### src/rtl/dbc_pkg.sv
package dbc_pkg;
   typedef enum logic [1:0] {
      ST_IDLE  = 2'd0,
      ST_SCAN  = 2'd1,
      ST_HOLD  = 2'd2,
      ST_CLEAR = 2'd3
   } scan_state_e;

   localparam logic [1:0] PL_BASE = 2'd0;
   localparam logic [1:0] PL_DEEP = 2'd1;
   localparam logic [1:0] PL_CTRL = 2'd2;
endpackage

### src/rtl/dbc_dirty_store.sv
module dbc_dirty_store
   import dbc_pkg::*;
#(
   parameter int NUM_BANDS = 192,
   parameter bit HAS_WIDE  = 1'b1,
   localparam int BCNT_W   = $clog2(NUM_BANDS + 1),
   localparam int PAGE_W   = BCNT_W + 2
) (
   input  logic                 clk,
   input  logic                 rst_n,
   input  logic                 mark_en,
   input  logic [1:0]           mark_plane,
   input  logic [PAGE_W-1:0]    mark_page,
   input  logic                 invalidate,
   input  logic                 clr_en,
   input  logic                 clr_wide,
   input  logic [BCNT_W-1:0]    clr_lo,
   input  logic [BCNT_W-1:0]    clr_hi,
   input  logic                 wide_mode,
   output logic [NUM_BANDS-1:0] band_dirty
);
   logic [NUM_BANDS-1:0] base_q;
   logic [NUM_BANDS-1:0] wide_any;

   // primary plane: one flag per band; a mark in the same cycle beats a clear
   always_ff @(posedge clk) begin
      if (!rst_n) begin
         base_q <= '0;
      end else if (invalidate) begin
         base_q <= '1;
      end else begin
         for (int i = 0; i < NUM_BANDS; i++) begin
            if (mark_en && mark_plane == PL_BASE && int'(mark_page) == i)
               base_q[i] <= 1'b1;
            else if (clr_en && int'(clr_lo) <= i && i <= int'(clr_hi))
               base_q[i] <= 1'b0;
         end
      end
   end

   generate
      if (HAS_WIDE) begin : g_wide
         localparam int NPG = 4 * NUM_BANDS;
         logic [NPG-1:0] deep_q;
         logic [NPG-1:0] ctrl_q;

         always_ff @(posedge clk) begin
            if (!rst_n) begin
               deep_q <= '0;
               ctrl_q <= '0;
            end else if (invalidate) begin
               deep_q <= '1;
               ctrl_q <= '1;
            end else begin
               for (int p = 0; p < NPG; p++) begin
                  if (mark_en && mark_plane == PL_DEEP && int'(mark_page) == p)
                     deep_q[p] <= 1'b1;
                  else if (clr_en && clr_wide && int'(clr_lo) <= (p >> 2)
                           && (p >> 2) <= int'(clr_hi))
                     deep_q[p] <= 1'b0;
                  if (mark_en && mark_plane == PL_CTRL && int'(mark_page) == p)
                     ctrl_q[p] <= 1'b1;
                  else if (clr_en && clr_wide && int'(clr_lo) <= (p >> 2)
                           && (p >> 2) <= int'(clr_hi))
                     ctrl_q[p] <= 1'b0;
               end
            end
         end

         for (genvar b = 0; b < NUM_BANDS; b++) begin : g_band
            assign wide_any[b] = (|deep_q[4*b +: 4]) | (|ctrl_q[4*b +: 4]);
         end
      end else begin : g_narrow
         assign wide_any = '0;
      end
   endgenerate

   assign band_dirty = base_q | (wide_mode ? wide_any : '0);
endmodule

### src/rtl/dbc_scan_ctrl.sv
module dbc_scan_ctrl
   import dbc_pkg::*;
#(
   parameter int NUM_BANDS = 192,
   parameter int WIDTH_W   = 11,
   parameter bit HAS_WIDE  = 1'b1,
   localparam int BCNT_W   = $clog2(NUM_BANDS + 1),
   localparam int LINE_W   = BCNT_W + 2,
   localparam int PAD_N    = 2 ** BCNT_W
) (
   input  logic                 clk,
   input  logic                 rst_n,
   input  logic                 scan_start,
   input  logic                 cfg_wide,
   input  logic [LINE_W-1:0]    cfg_lines,
   input  logic [WIDTH_W-1:0]   cfg_width,
   input  logic [NUM_BANDS-1:0] band_dirty,
   input  logic                 rect_ready,
   output logic                 rect_valid,
   output logic [LINE_W-1:0]    rect_y,
   output logic [LINE_W-1:0]    rect_h,
   output logic [WIDTH_W-1:0]   rect_w,
   output logic                 scan_done,
   output logic                 wide_mode,
   output logic                 clr_en,
   output logic                 clr_wide,
   output logic [BCNT_W-1:0]    clr_lo,
   output logic [BCNT_W-1:0]    clr_hi
);
   scan_state_e       state_q;
   logic [BCNT_W-1:0] band_q, last_q, run_q, lo_q, hi_q;
   logic              open_q, seen_q, end_pend_q;

   logic [PAD_N-1:0]  dirty_pad;
   logic              at_end, cur_dirty;
   logic [LINE_W+1:0] lines_ext;
   logic [LINE_W+1:0] bands_raw;
   logic [BCNT_W-1:0] bands_cap;

   assign dirty_pad = PAD_N'(band_dirty);
   assign at_end    = (band_q == last_q);
   assign cur_dirty = !at_end && dirty_pad[band_q];

   // bands covering the active height, rounded up, never past the store
   assign lines_ext = {2'b00, cfg_lines} + (LINE_W+2)'(3);
   assign bands_raw = lines_ext >> 2;
   assign bands_cap = (int'(bands_raw) > NUM_BANDS) ? BCNT_W'(NUM_BANDS)
                                                     : BCNT_W'(bands_raw);

   assign clr_en   = (state_q == ST_CLEAR) && seen_q;
   assign clr_wide = wide_mode;
   assign clr_lo   = lo_q;
   assign clr_hi   = hi_q;

   always_ff @(posedge clk) begin
      if (!rst_n) begin
         state_q    <= ST_IDLE;
         band_q     <= '0;
         last_q     <= '0;
         run_q      <= '0;
         lo_q       <= '0;
         hi_q       <= '0;
         open_q     <= 1'b0;
         seen_q     <= 1'b0;
         end_pend_q <= 1'b0;
         wide_mode  <= 1'b0;
         rect_valid <= 1'b0;
         rect_y     <= '0;
         rect_h     <= '0;
         rect_w     <= '0;
         scan_done  <= 1'b0;
      end else begin
         scan_done <= 1'b0;
         unique case (state_q)
            ST_IDLE: begin
               if (scan_start) begin
                  state_q    <= ST_SCAN;
                  band_q     <= '0;
                  last_q     <= bands_cap;
                  open_q     <= 1'b0;
                  seen_q     <= 1'b0;
                  end_pend_q <= 1'b0;
                  wide_mode  <= cfg_wide & HAS_WIDE;
                  rect_w     <= cfg_width;
               end
            end
            ST_SCAN: begin
               if (cur_dirty) begin
                  if (!open_q) begin
                     open_q <= 1'b1;
                     run_q  <= band_q;
                  end
                  if (!seen_q) lo_q <= band_q;
                  seen_q <= 1'b1;
                  hi_q   <= band_q;
                  band_q <= band_q + 1'b1;
               end else if (open_q) begin
                  rect_valid <= 1'b1;
                  rect_y     <= {run_q, 2'b00};
                  rect_h     <= {band_q - run_q, 2'b00};
                  open_q     <= 1'b0;
                  end_pend_q <= at_end;
                  if (!at_end) band_q <= band_q + 1'b1;
                  state_q    <= ST_HOLD;
               end else if (at_end) begin
                  state_q <= ST_CLEAR;
               end else begin
                  band_q <= band_q + 1'b1;
               end
            end
            ST_HOLD: begin
               if (rect_ready) begin
                  rect_valid <= 1'b0;
                  state_q    <= end_pend_q ? ST_CLEAR : ST_SCAN;
               end
            end
            ST_CLEAR: begin
               scan_done <= 1'b1;
               state_q   <= ST_IDLE;
            end
            default: state_q <= ST_IDLE;
         endcase
      end
   end
endmodule

### src/rtl/dirty_band_coalescer.sv
module dirty_band_coalescer
   import dbc_pkg::*;
#(
   parameter int NUM_BANDS = 192,
   parameter int WIDTH_W   = 11,
   parameter bit HAS_WIDE  = 1'b1,
   localparam int BCNT_W   = $clog2(NUM_BANDS + 1),
   localparam int LINE_W   = BCNT_W + 2,
   localparam int PAGE_W   = BCNT_W + 2
) (
   input  logic               clk,
   input  logic               rst_n,
   input  logic               mark_en,
   input  logic [1:0]         mark_plane,
   input  logic [PAGE_W-1:0]  mark_page,
   input  logic               invalidate,
   input  logic               scan_start,
   input  logic               cfg_wide,
   input  logic [LINE_W-1:0]  cfg_lines,
   input  logic [WIDTH_W-1:0] cfg_width,
   output logic               rect_valid,
   input  logic               rect_ready,
   output logic [LINE_W-1:0]  rect_y,
   output logic [LINE_W-1:0]  rect_h,
   output logic [WIDTH_W-1:0] rect_w,
   output logic               scan_done
);
   generate
      if (NUM_BANDS < 2) begin : g_bad_bands
         $error("dirty_band_coalescer: NUM_BANDS must be at least 2");
      end
      if (WIDTH_W < 1) begin : g_bad_width
         $error("dirty_band_coalescer: WIDTH_W must be at least 1");
      end
   endgenerate

   logic [NUM_BANDS-1:0] band_dirty;
   logic                 wide_mode, clr_en, clr_wide;
   logic [BCNT_W-1:0]    clr_lo, clr_hi;

   dbc_dirty_store #(
      .NUM_BANDS (NUM_BANDS),
      .HAS_WIDE  (HAS_WIDE)
   ) i_store (
      .clk        (clk),
      .rst_n      (rst_n),
      .mark_en    (mark_en),
      .mark_plane (mark_plane),
      .mark_page  (mark_page),
      .invalidate (invalidate),
      .clr_en     (clr_en),
      .clr_wide   (clr_wide),
      .clr_lo     (clr_lo),
      .clr_hi     (clr_hi),
      .wide_mode  (wide_mode),
      .band_dirty (band_dirty)
   );

   dbc_scan_ctrl #(
      .NUM_BANDS (NUM_BANDS),
      .WIDTH_W   (WIDTH_W),
      .HAS_WIDE  (HAS_WIDE)
   ) i_ctrl (
      .clk        (clk),
      .rst_n      (rst_n),
      .scan_start (scan_start),
      .cfg_wide   (cfg_wide),
      .cfg_lines  (cfg_lines),
      .cfg_width  (cfg_width),
      .band_dirty (band_dirty),
      .rect_ready (rect_ready),
      .rect_valid (rect_valid),
      .rect_y     (rect_y),
      .rect_h     (rect_h),
      .rect_w     (rect_w),
      .scan_done  (scan_done),
      .wide_mode  (wide_mode),
      .clr_en     (clr_en),
      .clr_wide   (clr_wide),
      .clr_lo     (clr_lo),
      .clr_hi     (clr_hi)
   );
endmodule

### config.mk
export PLATFORM = sky130hd
export DESIGN_NAME = dirty_band_coalescer
export DESIGN_NICKNAME = d
export VERILOG_FILES = /design/src/rtl/dbc_pkg.sv /design/src/rtl/dbc_dirty_store.sv /design/src/rtl/dbc_scan_ctrl.sv /design/src/rtl/dirty_band_coalescer.sv
export SDC_FILE = /design/constraint.sdc
export NUM_CORES = 2
export LEC_CHECK = 0
export ABC_AREA = 1
export ABC_CLOCK_PERIOD_IN_PS = 2550
export BUFFER_PORTS_ARGS = -buffer_cell sky130_fd_sc_hd__buf_2
export CORE_MARGIN = 4
export CORE_UTILIZATION = 30
export DETAILED_ROUTE_END_ITERATION = 8
export PLACE_DENSITY = 0.55
export SLEW_MARGIN = 10
export SYNTH_ARGS = -nofsm -noshare
export SYNTH_HDL_FRONTEND = slang
export SYNTH_SLANG_ARGS = --single-unit
### constraint.sdc
create_clock -name clk -period 2.55 [get_ports clk]
set_input_delay 0.3825 -clock clk [delete_from_list [all_inputs] [get_ports clk]]
set_output_delay 0.3825 -clock clk [all_outputs]
set_load 0.02 [all_outputs]
== After elaboration in Yosys (flattened, before gate mapping) ==
Index checks and enable logic that the tools add are counted.

* Magnitude comparators: 385
* Muxes and demuxes: 2143
* Bitwise logic cells: 196
* Reductions and logical operators: 4629
* Add/sub/neg operators: 3
* Equal/unequal tests: 780

{| class="wikitable"
|+ Operators with widths
! kind !! number
|-
| 3-bit nonzero test || 1728
|-
| 10-bit == test, second input constant || 512
|-
| 1-bit logical AND || 2500
|-
| 1-bit 2-to-1 mux || 2122
|-
| 768-bit 2-to-1 mux || 2
|-
| 4-bit OR reduction || 384
|-
| 10-bit by 9-bit == test with 1-bit output, second input constant || 128
|-
| 10-bit by 8-bit == test with 1-bit output, second input constant || 64
|-
| 7-bit by 8-bit <= comparator with 1-bit output, first input constant || 64
|-
| 8-bit by 7-bit <= comparator with 1-bit output, second input constant || 64
|-
| 8-bit <= comparator, first input constant || 64
|-
| 8-bit <= comparator, second input constant || 64
|-
| 192-bit 2-to-1 mux || 2
|-
| 10-bit by 7-bit == test with 1-bit output, second input constant || 32
|-
| 6-bit by 8-bit <= comparator with 1-bit output, first input constant || 32
|-
| 8-bit by 6-bit <= comparator with 1-bit output, second input constant || 32
|-
| 1-bit bitwise OR || 192
|-
| 192-bit bitwise OR || 1
|-
| 10-bit by 6-bit == test with 1-bit output, second input constant || 16
|-
| 5-bit by 8-bit <= comparator with 1-bit output, first input constant || 16
|-
| 8-bit by 5-bit <= comparator with 1-bit output, second input constant || 16
|-
| 10-bit by 5-bit == test with 1-bit output, second input constant || 8
|-
| 4-bit by 8-bit <= comparator with 1-bit output, first input constant || 8
|-
| 8-bit by 4-bit <= comparator with 1-bit output, second input constant || 8
|-
| 35 further kinds || 77
|}

* Bits of input ports: 40
* Bits in registers: 1803
* Output and inout bits: 33
* Logic and storage cells: 9879

== Logic depth before layout (Yosys ltp) ==
* Depth after elaboration: 9
* Mapped depth: 20
* Depth with buffers taken out: 19

== Cells and area by module ==
Synthesis repeated with hierarchy kept, for this count alone.

* Cell total of the unflattened synthesis: 12497
* Area, all modules: 84641.2 um^2

{| class="wikitable"
|+ Modules (own cells, without submodules)
! module !! instances !! cells each !! seq. area each (um^2) !! area an instance (um^2)
|-
| dbc_dirty_store || 1 || 11527 || 34593.2 || 78895.7
|-
| dbc_scan_ctrl || 1 || 970 || 1501.4 || 5745.5
|}

== Worst setup path before layout ==
No wires, ideal clock.

* Path kind: register to register
* Start: reg i_ctrl.band_q[0]
* End: reg i_ctrl.rect_h[8]
* Clock period less this slack: 2396 ps
* Stages on the path, launching flop included: 14
* Library setup time: 70 ps
* Required time: 2480 ps
* Path slack: 154 ps
* Path buffers: 3
* Arrival time: 2326 ps
* Path through: dfxtp_1 buf_4 inv_2 buf_6 buf_4 ha_1 fa_1 o21ai_0 a21oi_1 nor2_1 nor2_1 xor2_1 or2_0 a21oi_1

* Longest elaborated chain between the ends: 5
* Elaborated cells on any way between the ends: 8
* Classes of those cells: 1 x add/sub; 1 x eq/ne; 2 x mux; 1 x bitwise; 3 x reduce/logical

{| class="wikitable"
|+ RTL lines
! item !! RTL line !! source
|-
| start, declared || dbc_scan_ctrl.sv:31 || <nowiki>logic [BCNT_W-1:0] band_q, last_q, run_q, lo_q, hi_q;</nowiki>
|-
| start signal, assigned || dbc_scan_ctrl.sv:96 || <nowiki>band_q <= band_q + 1'b1;</nowiki>
|-
| start signal, assigned || dbc_scan_ctrl.sv:103 || <nowiki>if (!at_end) band_q <= band_q + 1'b1;</nowiki>
|-
| start signal, assigned || dbc_scan_ctrl.sv:108 || <nowiki>band_q <= band_q + 1'b1;</nowiki>
|-
| 1-bit binary-select mux with 8-bit select / 8-bit == test (equally long branches) || dbc_scan_ctrl.sv:42, dbc_scan_ctrl.sv:41 ||
|-
| 1-bit 2-to-1 mux (not written as such) / 1-bit zero test (equally long branches) || dbc_scan_ctrl.sv:42 || <nowiki>assign cur_dirty = !at_end && dirty_pad[band_q];</nowiki>
|-
| 1-bit logical AND || dbc_scan_ctrl.sv:42 ||
|-
| 1-bit inverter (no source line) || - ||
|-
| 3-bit AND reduction (no source line) || - ||
|-
| end signal, assigned || dbc_scan_ctrl.sv:100 || <nowiki>rect_h <= {band_q - run_q, 2'b00};</nowiki>
|-
| end, declared || dbc_scan_ctrl.sv:21 || <nowiki>output logic [LINE_W-1:0] rect_h,</nowiki>
|}

Parallel ways exist; a longest one is shown, timed or not. The select of a mux whose other input is x is not followed.
A chain may end at the register's enable or synchronous reset.

== Final worst setup path ==
* Start: reg i_ctrl.wide_mode (netlist: i_ctrl.clr_wide)
* End: reg i_ctrl.run_q[2]

* Longest elaborated chain between the ends: 6

{| class="wikitable"
|+ RTL lines
! item !! RTL line !! source
|-
| start, declared || dbc_scan_ctrl.sv:24 || <nowiki>output logic wide_mode,</nowiki>
|-
| start signal, assigned || dbc_scan_ctrl.sv:83 || <nowiki>wide_mode <= cfg_wide & HAS_WIDE;</nowiki>
|-
| 192-bit 2-to-1 mux || dbc_dirty_store.sv:78 || <nowiki>assign band_dirty = base_q | (wide_mode ? wide_any : '0);</nowiki>
|-
| 192-bit bitwise OR || dbc_dirty_store.sv:78 ||
|-
| 1-bit binary-select mux with 8-bit select || dbc_scan_ctrl.sv:42 ||
|-
| 1-bit 2-to-1 mux (not written as such) || dbc_scan_ctrl.sv:42 ||
|-
| 1-bit logical AND || dbc_scan_ctrl.sv:42 ||
|-
| 3-bit AND reduction (no source line) || - ||
|-
| end signal, assigned || dbc_scan_ctrl.sv:91 || <nowiki>run_q <= band_q;</nowiki>
|-
| end, declared || dbc_scan_ctrl.sv:31 ||
|}

Every way passes these cells. The select of a mux whose other input is x is not followed.

==> qor.csv <==
stage,metric,value,unit
die,DIE AREA,281200,µm²
route,DRT Pass-1 Iters,9,
worst_setup_path,FF-to-FF End,i_ctrl.run_q[2],
power,sequential power share,37.1,%
place,port bufs,68,
power,Peak supply drop,566.7,µV
worst_setup_path,CP Capture Type,flop,
sta,Worst-Margin Slew,0.7599,ns
power,Pwr per Cell Area,823.2,nW/µm²
clock_tree,total clock buffers created by CTS,203,
clock_tree,"Reg clk slew, reported paths",0.06,ns
die,Die Wd,530.3,µm
worst_setup_path,critical path's slowest cell,dfxtp_4,
clock_tree,clk sink count,1803,
worst_setup_path,Reg2Reg Launch Point,i_ctrl.clr_wide,
worst_setup_path,Worst Setup SP,i_ctrl.clr_wide,
die,Ports,73,
worst_setup_path,crit path max fanout,7,
cells_and_area,layout cell share with drive strength beyond 1,14.30,%
yosys,Netlist cell types,49,
clock_tree,CTS tree,done,
yosys,Async SR Flop Fraction,0,%
worst_setup_path,kind of critical path,reg -> reg,
outcome,status,finished with violations,
worst_setup_path,Worst Setup EP,i_ctrl.run_q[2],
power,Leak,0.04273,µW
sta,final setup vio count,47,
power,Switching Fraction,34.15,%
sta,Clock Skew,0.04987,ns
sta,unrepaired setup endpoints after global routing,yes,
yosys,Synth top area share,44.11,%
clock_tree,clk_lat worst skew,0.91,ns
global_route,initial antenna violation count,19,
cells_and_area,"Cell Count, Final, Fillers Out",16204,
sta,fin. max-slew vios,0,
route,Wirelength per Cell,23.01,µm
sta,Final Hold Viols,0,
yosys,Post-synth EDFFs,0,
yosys,cell count after synthesis,11891,
sta,Fmax achieved,369.8,MHz
global_route,GRT Util Overall,25.27,%
sta,hold_ws,0.1219,ns
route,Routed WL,372800,µm
sta,Final WS setup,-0.1539,ns
sta,Slew HR,49.34,%
yosys,YS warnings,0,
worst_setup_path,Worst Path Required,3.35,ns
yosys,syn avg cell area,6.881,µm²
place,final RePlAce weighted congestion,1.054,
place,pre-CTS setup slack,-0.3119,ns
global_route,total gr overflow,0,
die,Die Y-Extent,530.3,µm
clock_tree,# H-tree levels,4,
cells_and_area,area grow syn2layout,26.80,%
die,num rows,191,
worst_setup_path,R2R setup slack,-0.15,ns
worst_setup_path,crit path launch type,flop,
worst_setup_path,crit path DAT,3.50,ns
yosys,"Seq/Total Area, Yosys",44.11,%
yosys,Post-Synthesis Cell Area,81820,µm²
yosys,Synth Register Bits,1803,
worst_setup_path,most frequent CP cell,nand2_2,
global_route,largest net degree at the start of global routing,125,
route,post-route ant nets,0,
sta,"Min Clock Period, post-route",2.704,ns
cells_and_area,Final nets,12518,
die,starting density of the core,30.17,%
yosys,cell accounting for the most synthesized area,dfxtp_1,
sta,crit share post-route,106.0,%
min_path,Hold WC Path Type,in -> reg,
route,vias per cell,5.483,
route,Initial DRC Count,10926,
yosys,dominant cells by area after synthesis,"dfxtp_1 44%, a21oi_1 13%, nand2_1 9.9%",
power,Sw Pwr,29170,µW
power,Clock power frac,35.7,%
yosys,Synth Flop Type,dfxtp_1,
place,placed cell count,15755,
route,vias post-DR,88847,
route,# DRC,0,
power,combinational share of power,27.2,%
place,post-detail-place hpwl,262800,µm
worst_setup_path,max incr delay on CP,0.38,ns
flow_run,Max-Cap Viols,0,
die,core area,271200,µm²
outcome,failing checks,negative setup slack,
global_route,vias in the first global route,81085,
worst_setup_path,crit-path cells,buf_12 -> buf_12 -> buf_12 -> buf_16 -> nand2_1 -> nand2_1 -> nand3_1 -> nand3_1 -> nand2_2 -> nand2_2 -> nand2_2 -> inv_2 -> nand2_2 -> nand2_2 -> nand3_2 -> nand2_4 -> nand3_4 -> nor2_4 -> buf_6 -> nand2_1 -> a21oi_2,
clock_tree,maximum buffer depth of the clock tree,4,
worst_setup_path,worst-case reg-to-reg path depth,21,
clock_tree,root buf cell,clkbuf_16,
power,P_int,56250,µW
global_route,first-pass GRT wire length,545900,µm
power by group through the flow:
stage	clock, µW	sequential [µW]	combinational [µW]
2_1_floorplan	0	31900	10700
3_3_place_gp	0	32300	20500
3_5_place_dp	0	32300	20500
4_1_cts	30900	31700	21600
5_1_grt	32000	31900	24400
6_report	30500	31700	23300
routing by layer:
metal / vias to the layer above / global-route usage [%] / share of wire, %
li1: 41895 / - / -
met1: 42208 / 35.37 / 44
met2: 3908 / 37.76 / 43
met3: 836 / 4.326 / 8.4
met4: 0 / 11.61 / 5.3
met5: - / 0 / 0
cell usage in the layout (no fill, tap or decap), types with 45 or more instances in the layout:
cell,Yosys,layout
a31oi_1,907,907
nand3_2,1,46
buf_4,14,898
clkbuf_8,0,54
nand2_1,2160,2106
clkbuf_16,0,209
clkbuf_1,779,45
o21ai_0,685,656
dfxtp_1,1803,1793
nand4_1,208,208
buf_2,51,68
nand3_1,447,394
a21oi_1,2184,2170
inv_1,427,398
buf_12,0,252
nor2_1,1918,1889
worst max-delay path, delay by kind of cell (launching register included):
kind	cells	cell delay [ns]
AND/OR/NAND/NOR	14	1.28
buffers and inverters	6	0.80
flip-flops	1	0.38
AO/OA/AOI/OAI	1	0.13
logic make-up after synthesis:
| group | after synthesis | share of synthesized area [%] |
|---|---|---|
| AND/OR/NAND/NOR | 4821 | 23.65 |
| AO/OA/AOI/OAI | 3882 | 25.52 |
| flip-flops | 1803 | 44.11 |
| buffers and inverters | 1362 | 6.427 |
| XOR/XNOR | 13 | 0.1392 |
| adder cells (fa/ha/maj) | 9 | 0.1468 |
| other | 1 | 0.004583 |
Yosys cell counts (2+ instances only):
cell type,count
inv_1,427
nor3b_1,2
o21ai_0,685
a211oi_1,13
a21oi_1,2184
xor2_1,9
a21boi_0,2
nor4_1,4
ha_1,8
or2_0,3
nor2_1,1918
o31ai_1,10
a31oi_1,907
or2_2,4
nand4_1,208
o21ai_1,5
o211ai_1,34
nand2_1,2160
dfxtp_1,1803
nor2_2,7
buf_6,4
o221ai_1,2
clkbuf_1,779
xnor2_1,4
nand3_1,447
nor3_1,60
buf_4,14
inv_2,6
buf_1,75
clkinv_1,6
a221oi_1,33
buf_2,51
flip-flops by register name (all words and copies together), names as in the netlist:
register               cells
i_ctrl.scan_done           1
i_ctrl.clr_hi              8
i_ctrl.band_q              8
i_ctrl.state_q             2
i_ctrl.rect_w             11
i_store.base_q           192
i_ctrl.rect_y              8
i_store.g_wide.ctrl_q    768
i_ctrl.clr_lo              8
i_ctrl.open_q              1
i_ctrl.seen_q              1
i_store.g_wide.deep_q    768
i_ctrl.clr_wide            1
i_ctrl.run_q               8
i_ctrl.rect_valid          1
i_ctrl.last_q              8
i_ctrl.end_pend_q          1
i_ctrl.rect_h              8
cell type report:
cell class                      instances  area (µm²)
Fill cell                           28591      167500
Multi-Input combinational cell       8729       41360
Sequential cell                      1803       36120
Tap cell                             3570        4467
Antenna cell                            8       20.02
Clock buffer                          304        6042
Timing Repair Buffer                 1293       13280
Inverter                              439        1698
Clock inverter                         58       762.0
how the worst min path moves through the flow:
stage	start	to	slack [ns]	cells past startpoint
global placement	i_store.g_wide.deep_q[681]	i_store.g_wide.deep_q[681]	0.45	2
global route	cfg_wide	i_ctrl.clr_wide	0.06	3
detailed placement	i_ctrl.rect_y[4]	i_ctrl.rect_y[4]	0.45	2
finish	cfg_wide	i_ctrl.clr_wide	0.12	3
floorplan	i_store.base_q[186]	i_store.base_q[186]	0.44	2
CTS	cfg_lines[1]	i_ctrl.last_q[1]	0.05	6
what timing repair did:
action	CTS	global route
pin swaps	46	44
gates cloned	12	4
endpoints found under the hold margin	31	0
endpoints found under the setup margin	118	524
hold buffers	38	0
buffers inserted	15	12
gates resized for setup	124	160
stage by stage:
step | instance area, µm² | power [µW] | utilization [%] | TNS [ns]
global placement | 94870 | 52790 | 34.98 | -12.90
detailed placement | 94870 | 52780 | 34.98 | -13.23
CTS | 103000 | 84190 | 37.98 | -0.4603
finish | 103800 | 85410 | 38.25 | -3.610
floorplan | 81830 | 42580 | - | 0
global route | 103700 | 88330 | 38.25 | -5.999
(Power assumes the default switching activity.)
